[src/rtl/boost_ctl_pkg.sv]
// Shared types for the boost duty regulator.
// Assumes: nothing beyond the SystemVerilog base types.
package boost_ctl_pkg;
    // Position of a sample relative to the regulation window.
    typedef enum logic [1:0] {
        WIN_INSIDE = 2'd0,
        WIN_BELOW  = 2'd1,
        WIN_ABOVE  = 2'd2
    } win_cls_t;

    // Operating mode of the controller.
    typedef enum logic {
        MODE_RUN  = 1'b0,
        MODE_REST = 1'b1
    } op_mode_t;
endpackage

[src/rtl/win_classify.sv]
// Places an output-voltage code below, inside or above [LO, HI] (bounds inclusive).
// Assumes: LO <= HI. Purely combinational.
module win_classify
    import boost_ctl_pkg::*;
#(
    parameter int unsigned           SAMPLE_W = 10,
    parameter logic [SAMPLE_W-1:0]   LO       = SAMPLE_W'(550),
    parameter logic [SAMPLE_W-1:0]   HI       = SAMPLE_W'(650)
) (
    input  logic [SAMPLE_W-1:0] sample,
    output win_cls_t            cls
);
    // Decide the window position of the sample.
    always_comb begin
        if (sample < LO)      cls = WIN_BELOW;
        else if (sample > HI) cls = WIN_ABOVE;
        else                  cls = WIN_INSIDE;
    end
endmodule

[src/rtl/wake_monitor.sv]
// Tick-armed input-voltage check used while asleep. A tick arms one check, and the
// next input strobe consumes it. The check asks for a wake when the input reaches THRESH.
// Assumes: asleep comes from a register. A tick and a strobe in the same cycle count as armed.
module wake_monitor #(
    parameter int unsigned         SAMPLE_W = 10,
    parameter logic [SAMPLE_W-1:0] THRESH   = SAMPLE_W'(175)
) (
    input  logic                clk,
    input  logic                rst_n,
    input  logic                asleep,
    input  logic                tick,
    input  logic [SAMPLE_W-1:0] vin,
    input  logic                vin_valid,
    output logic                wake_go
);
    logic armed;
    logic check;

    assign check   = asleep && vin_valid && (armed || tick);
    assign wake_go = check && (vin >= THRESH);

    // Hold a pending tick until an input strobe consumes it. Cleared while awake.
    always_ff @(posedge clk) begin
        if (!rst_n)      armed <= 1'b0;
        else if (!asleep) armed <= 1'b0;
        else if (check)   armed <= 1'b0;
        else if (tick)    armed <= 1'b1;
    end
endmodule

[src/rtl/duty_regulator.sv]
// Holds the mode, the duty code and the consecutive limit-failure count.
// While running, it steps the duty code once per output strobe, toward the window.
// It rests after FAIL_LIMIT failures in a row and restarts at MID when asked to wake.
// Assumes: MIN <= MID <= MAX and FAIL_LIMIT >= 1.
module duty_regulator
    import boost_ctl_pkg::*;
#(
    parameter int unsigned       DUTY_W     = 4,
    parameter logic [DUTY_W-1:0] MIN        = DUTY_W'(1),
    parameter logic [DUTY_W-1:0] MAX        = DUTY_W'(14),
    parameter logic [DUTY_W-1:0] MID        = DUTY_W'(7),
    parameter int unsigned       FAIL_LIMIT = 5,
    parameter int unsigned       FAIL_W     = $clog2(FAIL_LIMIT + 1)
) (
    input  logic              clk,
    input  logic              rst_n,
    input  logic              eval,
    input  win_cls_t          cls,
    input  logic              wake_go,
    output op_mode_t          mode,
    output logic [DUTY_W-1:0] duty,
    output logic [FAIL_W-1:0] fails
);
    localparam logic [FAIL_W-1:0] FAIL_LAST = FAIL_W'(FAIL_LIMIT - 1);

    logic at_limit;

    // A correction is needed but the code already sits at the matching limit.
    assign at_limit = ((cls == WIN_BELOW) && (duty >= MAX)) ||
                      ((cls == WIN_ABOVE) && (duty <= MIN));

    // Mode, duty code and failure count update.
    always_ff @(posedge clk) begin
        if (!rst_n) begin
            mode  <= MODE_RUN;
            duty  <= MID;
            fails <= '0;
        end else if (mode == MODE_REST) begin
            if (wake_go) begin
                mode  <= MODE_RUN;
                duty  <= MID;
                fails <= '0;
            end
        end else if (eval) begin
            if (at_limit) begin
                if (fails == FAIL_LAST) begin
                    mode  <= MODE_REST;
                    fails <= '0;
                end else begin
                    fails <= fails + 1'b1;
                end
            end else begin
                fails <= '0;
                if (cls == WIN_BELOW)      duty <= duty + 1'b1;
                else if (cls == WIN_ABOVE) duty <= duty - 1'b1;
            end
        end
    end
endmodule

[src/rtl/pwm_gen.sv]
// Free-running PWM. The counter spans 2^(DUTY_W+SUB_W) cycles, so one duty step is
// 2^SUB_W cycles of high time. The duty code is copied into a shadow register on the
// last count of each period and is used from the next period on.
// Assumes: the output is forced low when enable is 0. The counter keeps running.
module pwm_gen #(
    parameter int unsigned       DUTY_W = 4,
    parameter int unsigned       SUB_W  = 2,
    parameter logic [DUTY_W-1:0] INIT   = DUTY_W'(7)
) (
    input  logic              clk,
    input  logic              rst_n,
    input  logic              enable,
    input  logic [DUTY_W-1:0] duty,
    output logic              pwm
);
    localparam int unsigned CNT_W = DUTY_W + SUB_W;

    logic [CNT_W-1:0]  cnt;
    logic [DUTY_W-1:0] shadow;

    assign pwm = enable && (cnt < {shadow, {SUB_W{1'b0}}});

    // Period counter, plus the shadow duty loaded at the period boundary.
    always_ff @(posedge clk) begin
        if (!rst_n) begin
            cnt    <= '0;
            shadow <= INIT;
        end else begin
            cnt <= cnt + 1'b1;
            if (&cnt) shadow <= duty;
        end
    end
endmodule

[src/rtl/boost_duty_ctl.sv]
// Top of the boost duty regulator. It joins the window classifier, the tick-armed wake
// monitor, the duty/mode regulator and the PWM generator, and derives the converter
// enables from the mode.
// Assumes: valid strobes last one cycle per conversion. Sample codes are unsigned.
module boost_duty_ctl
    import boost_ctl_pkg::*;
#(
    parameter int unsigned SAMPLE_W   = 10,
    parameter int unsigned DUTY_W     = 4,
    parameter int unsigned PWM_SUB_W  = 2,
    parameter int unsigned VOUT_LO    = 550,
    parameter int unsigned VOUT_HI    = 650,
    parameter int unsigned VIN_WAKE   = 175,
    parameter int unsigned DUTY_MIN   = 1,
    parameter int unsigned DUTY_MAX   = 14,
    parameter int unsigned DUTY_MID   = 7,
    parameter int unsigned FAIL_LIMIT = 5,
    parameter int unsigned FAIL_W     = $clog2(FAIL_LIMIT + 1)
) (
    input  logic                clk,
    input  logic                rst_n,
    input  logic [SAMPLE_W-1:0] vout_sample,
    input  logic                vout_valid,
    input  logic [SAMPLE_W-1:0] vin_sample,
    input  logic                vin_valid,
    input  logic                wake_tick,
    output logic                vout_adc_en,
    output logic                vin_adc_en,
    output logic                pwm_out,
    output logic                asleep,
    output logic [FAIL_W-1:0]   fail_count,
    output logic [DUTY_W-1:0]   duty_code
);
    localparam logic [SAMPLE_W-1:0] LO_C   = SAMPLE_W'(VOUT_LO);
    localparam logic [SAMPLE_W-1:0] HI_C   = SAMPLE_W'(VOUT_HI);
    localparam logic [SAMPLE_W-1:0] WAKE_C = SAMPLE_W'(VIN_WAKE);
    localparam logic [DUTY_W-1:0]   MIN_C  = DUTY_W'(DUTY_MIN);
    localparam logic [DUTY_W-1:0]   MAX_C  = DUTY_W'(DUTY_MAX);
    localparam logic [DUTY_W-1:0]   MID_C  = DUTY_W'(DUTY_MID);

    win_cls_t cls;
    op_mode_t mode;
    logic     wake_go;

    win_classify #(.SAMPLE_W(SAMPLE_W), .LO(LO_C), .HI(HI_C)) cls_i (
        .sample (vout_sample),
        .cls    (cls)
    );

    wake_monitor #(.SAMPLE_W(SAMPLE_W), .THRESH(WAKE_C)) wake_i (
        .clk       (clk),
        .rst_n     (rst_n),
        .asleep    (asleep),
        .tick      (wake_tick),
        .vin       (vin_sample),
        .vin_valid (vin_valid),
        .wake_go   (wake_go)
    );

    duty_regulator #(
        .DUTY_W(DUTY_W), .MIN(MIN_C), .MAX(MAX_C), .MID(MID_C),
        .FAIL_LIMIT(FAIL_LIMIT), .FAIL_W(FAIL_W)
    ) reg_i (
        .clk     (clk),
        .rst_n   (rst_n),
        .eval    (vout_valid),
        .cls     (cls),
        .wake_go (wake_go),
        .mode    (mode),
        .duty    (duty_code),
        .fails   (fail_count)
    );

    pwm_gen #(.DUTY_W(DUTY_W), .SUB_W(PWM_SUB_W), .INIT(MID_C)) pwm_i (
        .clk    (clk),
        .rst_n  (rst_n),
        .enable (!asleep),
        .duty   (duty_code),
        .pwm    (pwm_out)
    );

    assign asleep      = (mode == MODE_REST);
    assign vout_adc_en = !asleep;
    assign vin_adc_en  = asleep;
endmodule

[config.mk]
export PLATFORM = sky130hd
export DESIGN_NAME = boost_duty_ctl
export DESIGN_NICKNAME = d
export VERILOG_FILES = /design/src/rtl/boost_ctl_pkg.sv /design/src/rtl/win_classify.sv /design/src/rtl/wake_monitor.sv /design/src/rtl/duty_regulator.sv /design/src/rtl/pwm_gen.sv /design/src/rtl/boost_duty_ctl.sv
export SDC_FILE = /design/constraint.sdc
export NUM_CORES = 1
export LEC_CHECK = 0
export BUFFER_PORTS_ARGS = -buffer_cell sky130_fd_sc_hd__buf_4
export CORE_MARGIN = 2
export CORE_UTILIZATION = 54
export DETAILED_ROUTE_END_ITERATION = 8
export PLACE_DENSITY_LB_ADDON = 0.1
export SKIP_CTS_REPAIR_TIMING = 1
export SYNTH_ARGS = -nofsm -noshare
export SYNTH_HDL_FRONTEND = slang
export SYNTH_SLANG_ARGS = --single-unit
[constraint.sdc]
create_clock -name clk -period 5.55 [get_ports clk]
set_input_delay 1.11 -clock clk [delete_from_list [all_inputs] [get_ports clk]]
set_output_delay 1.11 -clock clk [all_outputs]
set_load 0.01 [all_outputs]
Yosys cells after proc, flatten, opt, wreduce, memory -nomap -nowiden. Index checks and enable logic that the tools add are counted.

Register bits after elaboration: 19. Word-level logic and storage cells: 56. Input bits: 25. Output and inout port bits: 11.

Reduce and logical (&&, ||, !) cells: 15. Equality and inequality tests: 5. Multiplexer cells: 18. Bitwise operators: 2. $lt $le $gt $ge: 6. $add $sub $neg: 4.

Operators by type and width (number): two-way mux 4 bit (6); two-way mux 3 bit (5); greater-or-equal comparator 10 x 8 -> 1 bit, second input constant (1); greater-than comparator 10 bit, second input constant (1); less-than comparator 10 bit, second input constant (1); adder 6 x 1 -> 6 bit, second input constant (1); logical AND 1 bit (6); less-than comparator 6 bit (1); AND reduction 6 bit (1); two-way mux 1 bit (5); adder 4 x 1 -> 4 bit, second input constant (1); greater-or-equal comparator 4 bit, second input constant (1); less-or-equal comparator 4 x 1 -> 1 bit, second input constant (1); two-way mux 2 bit (2); inequality test 2 x 1 -> 1 bit, second input constant (2); AND reduction 4 bit (1); subtractor 4 x 1 -> 4 bit, second input constant (1); adder 3 x 1 -> 3 bit, second input constant (1); == test 3 bit, second input constant (1); nonzero test 3 bit (1); OR reduction 3 bit (1); == test 2 x 1 -> 1 bit, second input constant (1); == test 2 bit, second input constant (1); logical OR 1 bit (2); other kinds (4) (5).

Longest topological paths before layout.
Word-level depth: 9. Depth in mapped cells: 7. Mapped depth without buffers: 7.

By module. A second synthesis with hierarchy kept.

Cells, all modules: 138. Area total of the unflattened synthesis: 1201.2 um2.

Modules (own cells, without submodules): duty_regulator (area each 578.1 um2, times used 1, sequential area each 160.2 um2, cells each 66); pwm_gen (area each 481.7 um2, times used 1, sequential area each 200.2 um2, cells each 52); wake_monitor (area each 70.1 um2, times used 1, sequential area each 20.0 um2, cells each 8); win_classify (area each 60.1 um2, times used 1, sequential area each 0.0 um2, cells each 10); boost_duty_ctl (area each 11.3 um2, times used 1, sequential area each 0.0 um2, cells each 2).

Least setup slack after synthesis. OpenSTA, ideal clock, no wires.

Path kind: input port to flip-flop. Start: input port vout_sample[1]. End: register reg_i.fails[1]. Setup time: 70 ps. Cell stages on the path: 5. Data required time: 5480 ps. Data arrival time: 2481 ps. Path slack: 2999 ps. Cells stage by stage: a211o_1 -> a311o_1 -> a21boi_4 -> or4b_1 -> a21boi_1.

Word-level cells in the longest chain between the ends: 9.

Ends and longest elaborated chain: start, declared (line boost_duty_ctl.sv:22) `input logic [SAMPLE_W-1:0] vout_sample,`; greater-than comparator 10 bit (line win_classify.sv:16) `else if (sample > HI) cls = WIN_ABOVE;`; two-way mux 2 bit (line win_classify.sv:16); two-way mux 2 bit * (line win_classify.sv:15) `if (sample < LO) cls = WIN_BELOW;`; == test 2 x 1 -> 1 bit / == test 2 bit (equally long branches) (line duty_regulator.sv:29, duty_regulator.sv:30); logical AND 1 bit, on equally long branches (line duty_regulator.sv:29, duty_regulator.sv:30); logical OR 1 bit * (line duty_regulator.sv:29) `assign at_limit = ((cls == WIN_BELOW) && (duty >= MAX)) ||`; two-way mux 3 bit * (line duty_regulator.sv:45) `if (at_limit) begin`; two-way mux 3 bit * (line duty_regulator.sv:44) `end else if (eval) begin`; two-way mux 3 bit * (line duty_regulator.sv:38) `end else if (mode == MODE_REST) begin`; end signal, assigned (line duty_regulator.sv:50) `fails <= fails + 1'b1;`; end, declared (line duty_regulator.sv:22) `output logic [FAIL_W-1:0] fails`.

Mark *: on every way between the ends. The rest lies on a longest branch, timed or not. The select of a mux whose other input is x is not followed. A chain may end at the register's enable or synchronous reset.

Final worst setup path.
Start: register pwm_i.cnt[3]. End: output port pwm_out.

Word-level cells in the longest chain between the ends: 2.

Ends and longest elaborated chain: start, declared (line pwm_gen.sv:18) `logic [CNT_W-1:0] cnt;`; start signal, assigned (line pwm_gen.sv:29) `cnt <= cnt + 1'b1;`; less-than comparator 6 bit (line pwm_gen.sv:21) `assign pwm = enable && (cnt < {shadow, {SUB_W{1'b0}}});`; logical AND 1 bit (line pwm_gen.sv:21); end, declared (line boost_duty_ctl.sv:29) `output logic pwm_out,`.

No other way between the ends.

==> impl_metrics.yaml <==
die:
  dieArea_um2: 2630
  core_region_area_um2: 2170
  die_h_um: 51.2
  io_pins: 36
  die_w_um: 51.2
  start_util_pct: 55.5
  rows: 17
pwr:
  pwr-share-clk_pct: 24.7
  p_per_area_nw_per_um2: 187
  vdd_drop_max_mv: 0.122
  p_comb_share_pct: 21.7
  p_sw_mw: 0.0795
  p_int_mw: 0.200
  pwr-share-seq_pct: 53.6
  power_mw: 0.280
  p_leak_nw: 0.665
  p_sw_share_pct: 28.4
outcome:
  status: "finished, final reports clean"
timing:
  finalClockSkew_ns: 0.00659
  hold_slack_ns: 0.458
  rsz0062_at_grt: "no"
  setup_ws_ns: 2.76
  setup_viol: 0
  relSlewSlack_pct: 63.6
  tns_ns: 0
  fin_crit_sh_pct: 50.3
  maxSlewViolCount: 0
  hold_violations: 0
  period_needed_ns: 2.79
  tightest_slew_ns: 0.545
  fmax_mhz: 358
finish:
  nets: 206
  drive_gt1_share_pct: 25.3
  area_growth_pct: 24.4
  finalInstanceArea_um2: 1500
  n_antenna_cell: 0
critical_path:
  crit_arrival_ns: 1.68
  crit_path_end_kind: "output pin"
  worstSetupPathType: "reg2out"
  critPathMaxFanout: 4
  r2r_slack_ns: 3.35
  cp-startpoint: "pwm_i.cnt[3]"
  worstReg2RegStart: "reg_i.mode"
  start_kind: "register"
  worstPathRequired_ns: 4.44
job:
  drv_cap: 0
global_route:
  grt_pass1_vias: 1091
  track_usage_pct: 22.6
  grt_max_degree: 21
  antenna_found_initial: 0
  overflow: 0
  grt_pass1_wl_um: 4510
route:
  first_pass_iters: 6
  postRouteAntennaNets: 0
  vias: 1150
  drc_errors: 0
  wl_um: 2660
  wl_per_cell_um: 13.4
  vias_per_cell: 5.81
  drt_iter0_drc: 22
logic_synthesis:
  synth-main-ff-cell: "dfxtp_1"
  synthTopCellsByArea: "dfxtp_1 (32%), ha_1 (10%), o211ai_1 (3.1%)"
  seq_area_frac_synth_pct: 31.6
  yosysUniqueCellTypes: 46
  yosys.area.top_type: "dfxtp_1"
  syn_area_um2: 1200
  synth_enable_flop_cells: 0
  avgSynthCellArea_um2: 8.86
  yosysMostFrequentCell: "dfxtp_1"
  async_flop_share_pct: 0
  synth_cells: 136
  yosys_warnings: 0
  syn-num-nets: 171
  synth_common_cells: "dfxtp_1 (19), ha_1 (10), inv_1 (9)"
  synth_top_area_share_pct: 31.6
  ys_seq_elements: 19
clock_network:
  clk_latency_ns: 0.29
  cts_tree: "built"
  root_buffer: "clkbuf_4"
  cts_buffer_depth: 2
  clkSlewWorstSetupHoldPaths_ns: 0.11
  ctsHtreeMaxLevel: 1
  cts_buffers: 3
  cts_sinks: 19
hold_path:
  min_from: "pwm_i.cnt[0]"
  hold_path.class: "reg2reg"
place:
  port-buffer-count: 35
  placed_cell_area_um2: 1470
  gp_congestion: 0.821
  pre_cts_ws_ns: 2.77
  dp_hpwl_um: 2110
## worst max-delay path, stage by stage, from the launching register on
cell      delay [ns]
dfxtp_1         0.42
ha_1            0.26
a21o_1          0.15
a21o_1          0.17
a211oi_1        0.23
buf_4           0.16
## power groups by stage
stage | registers, mW | logic, mW | clock network [mW]
after detailed placement | 0.153 | 0.0606 | 0
final | 0.150 | 0.0608 | 0.0692
after floorplan | 0.152 | 0.0342 | 0
after global routing | 0.151 | 0.0671 | 0.0766
after global placement | 0.153 | 0.0592 | 0
after CTS | 0.150 | 0.0610 | 0.0701
## cell usage in the layout (no fill, tap or decap), types with 4 or more instances in the layout
cell type and n:
nor3_1 5, o21ai_0 5, and2_1 5, ha_1 10, dfxtp_1 19, nor2_1 7, nand2_1 7, o211ai_1 5
buf_4 35, inv_1 9, a21oi_1 4, xnor2_1 4, nand3_1 6
## final cells by class
type	instances	area (um^2)
Inverter	9	33.8
Fill cell	185	671
Timing Repair Buffer	35	263
Multi-Input combinational cell	103	759
Clock buffer	3	22.5
Clock inverter	1	5.00
Tap cell	28	35.0
Sequential cell	19	380
## cells by family after synthesis
| kind of cell | share of synthesized area, % |
|---|---|
| adders and majority gates | 10.4 |
| DFF | 31.6 |
| and+or+nand+nor | 21.3 |
| xor gates and xnor gates | 3.63 |
| buffers and inverters | 5.40 |
| AOI/OAI and AO/OA | 26.1 |
| muxes | 1.66 |
## per-stage QoR
step | cells | util, %
CTS | 198 | 69.1
global route | 198 | 69.1
floorplan | 136 | -
global placement | 194 | 67.8
finish | 198 | 69.1
detailed placement | 194 | 67.8
## routing by layer
metal | track usage (%) | part of all wire [%] | vias up
met5 | 0 | 0 | -
met4 | 6.14 | 1.7 | 0
met3 | 3.51 | 3.3 | 6
met2 | 42.9 | 51 | 32
met1 | 26.1 | 44 | 542
li1 | - | - | 570
## sequential cells by signal, indices dropped and copies added, names as in the netlist
name / count
pwm_i.cnt: 6
pwm_i.shadow: 4
reg_i.duty: 4
reg_i.fails: 3
reg_i.mode: 1
wake_i.armed: 1
## path summary, 6_finish.rpt
check | endpoint | cells after the start
max reg2reg | reg_i.duty[3] | 5
max | pwm_out | 5
min | pwm_i.cnt[0] | 1
min reg2reg | pwm_i.cnt[0] | 1
No activity file was read; power rests on OpenSTA's default activity.
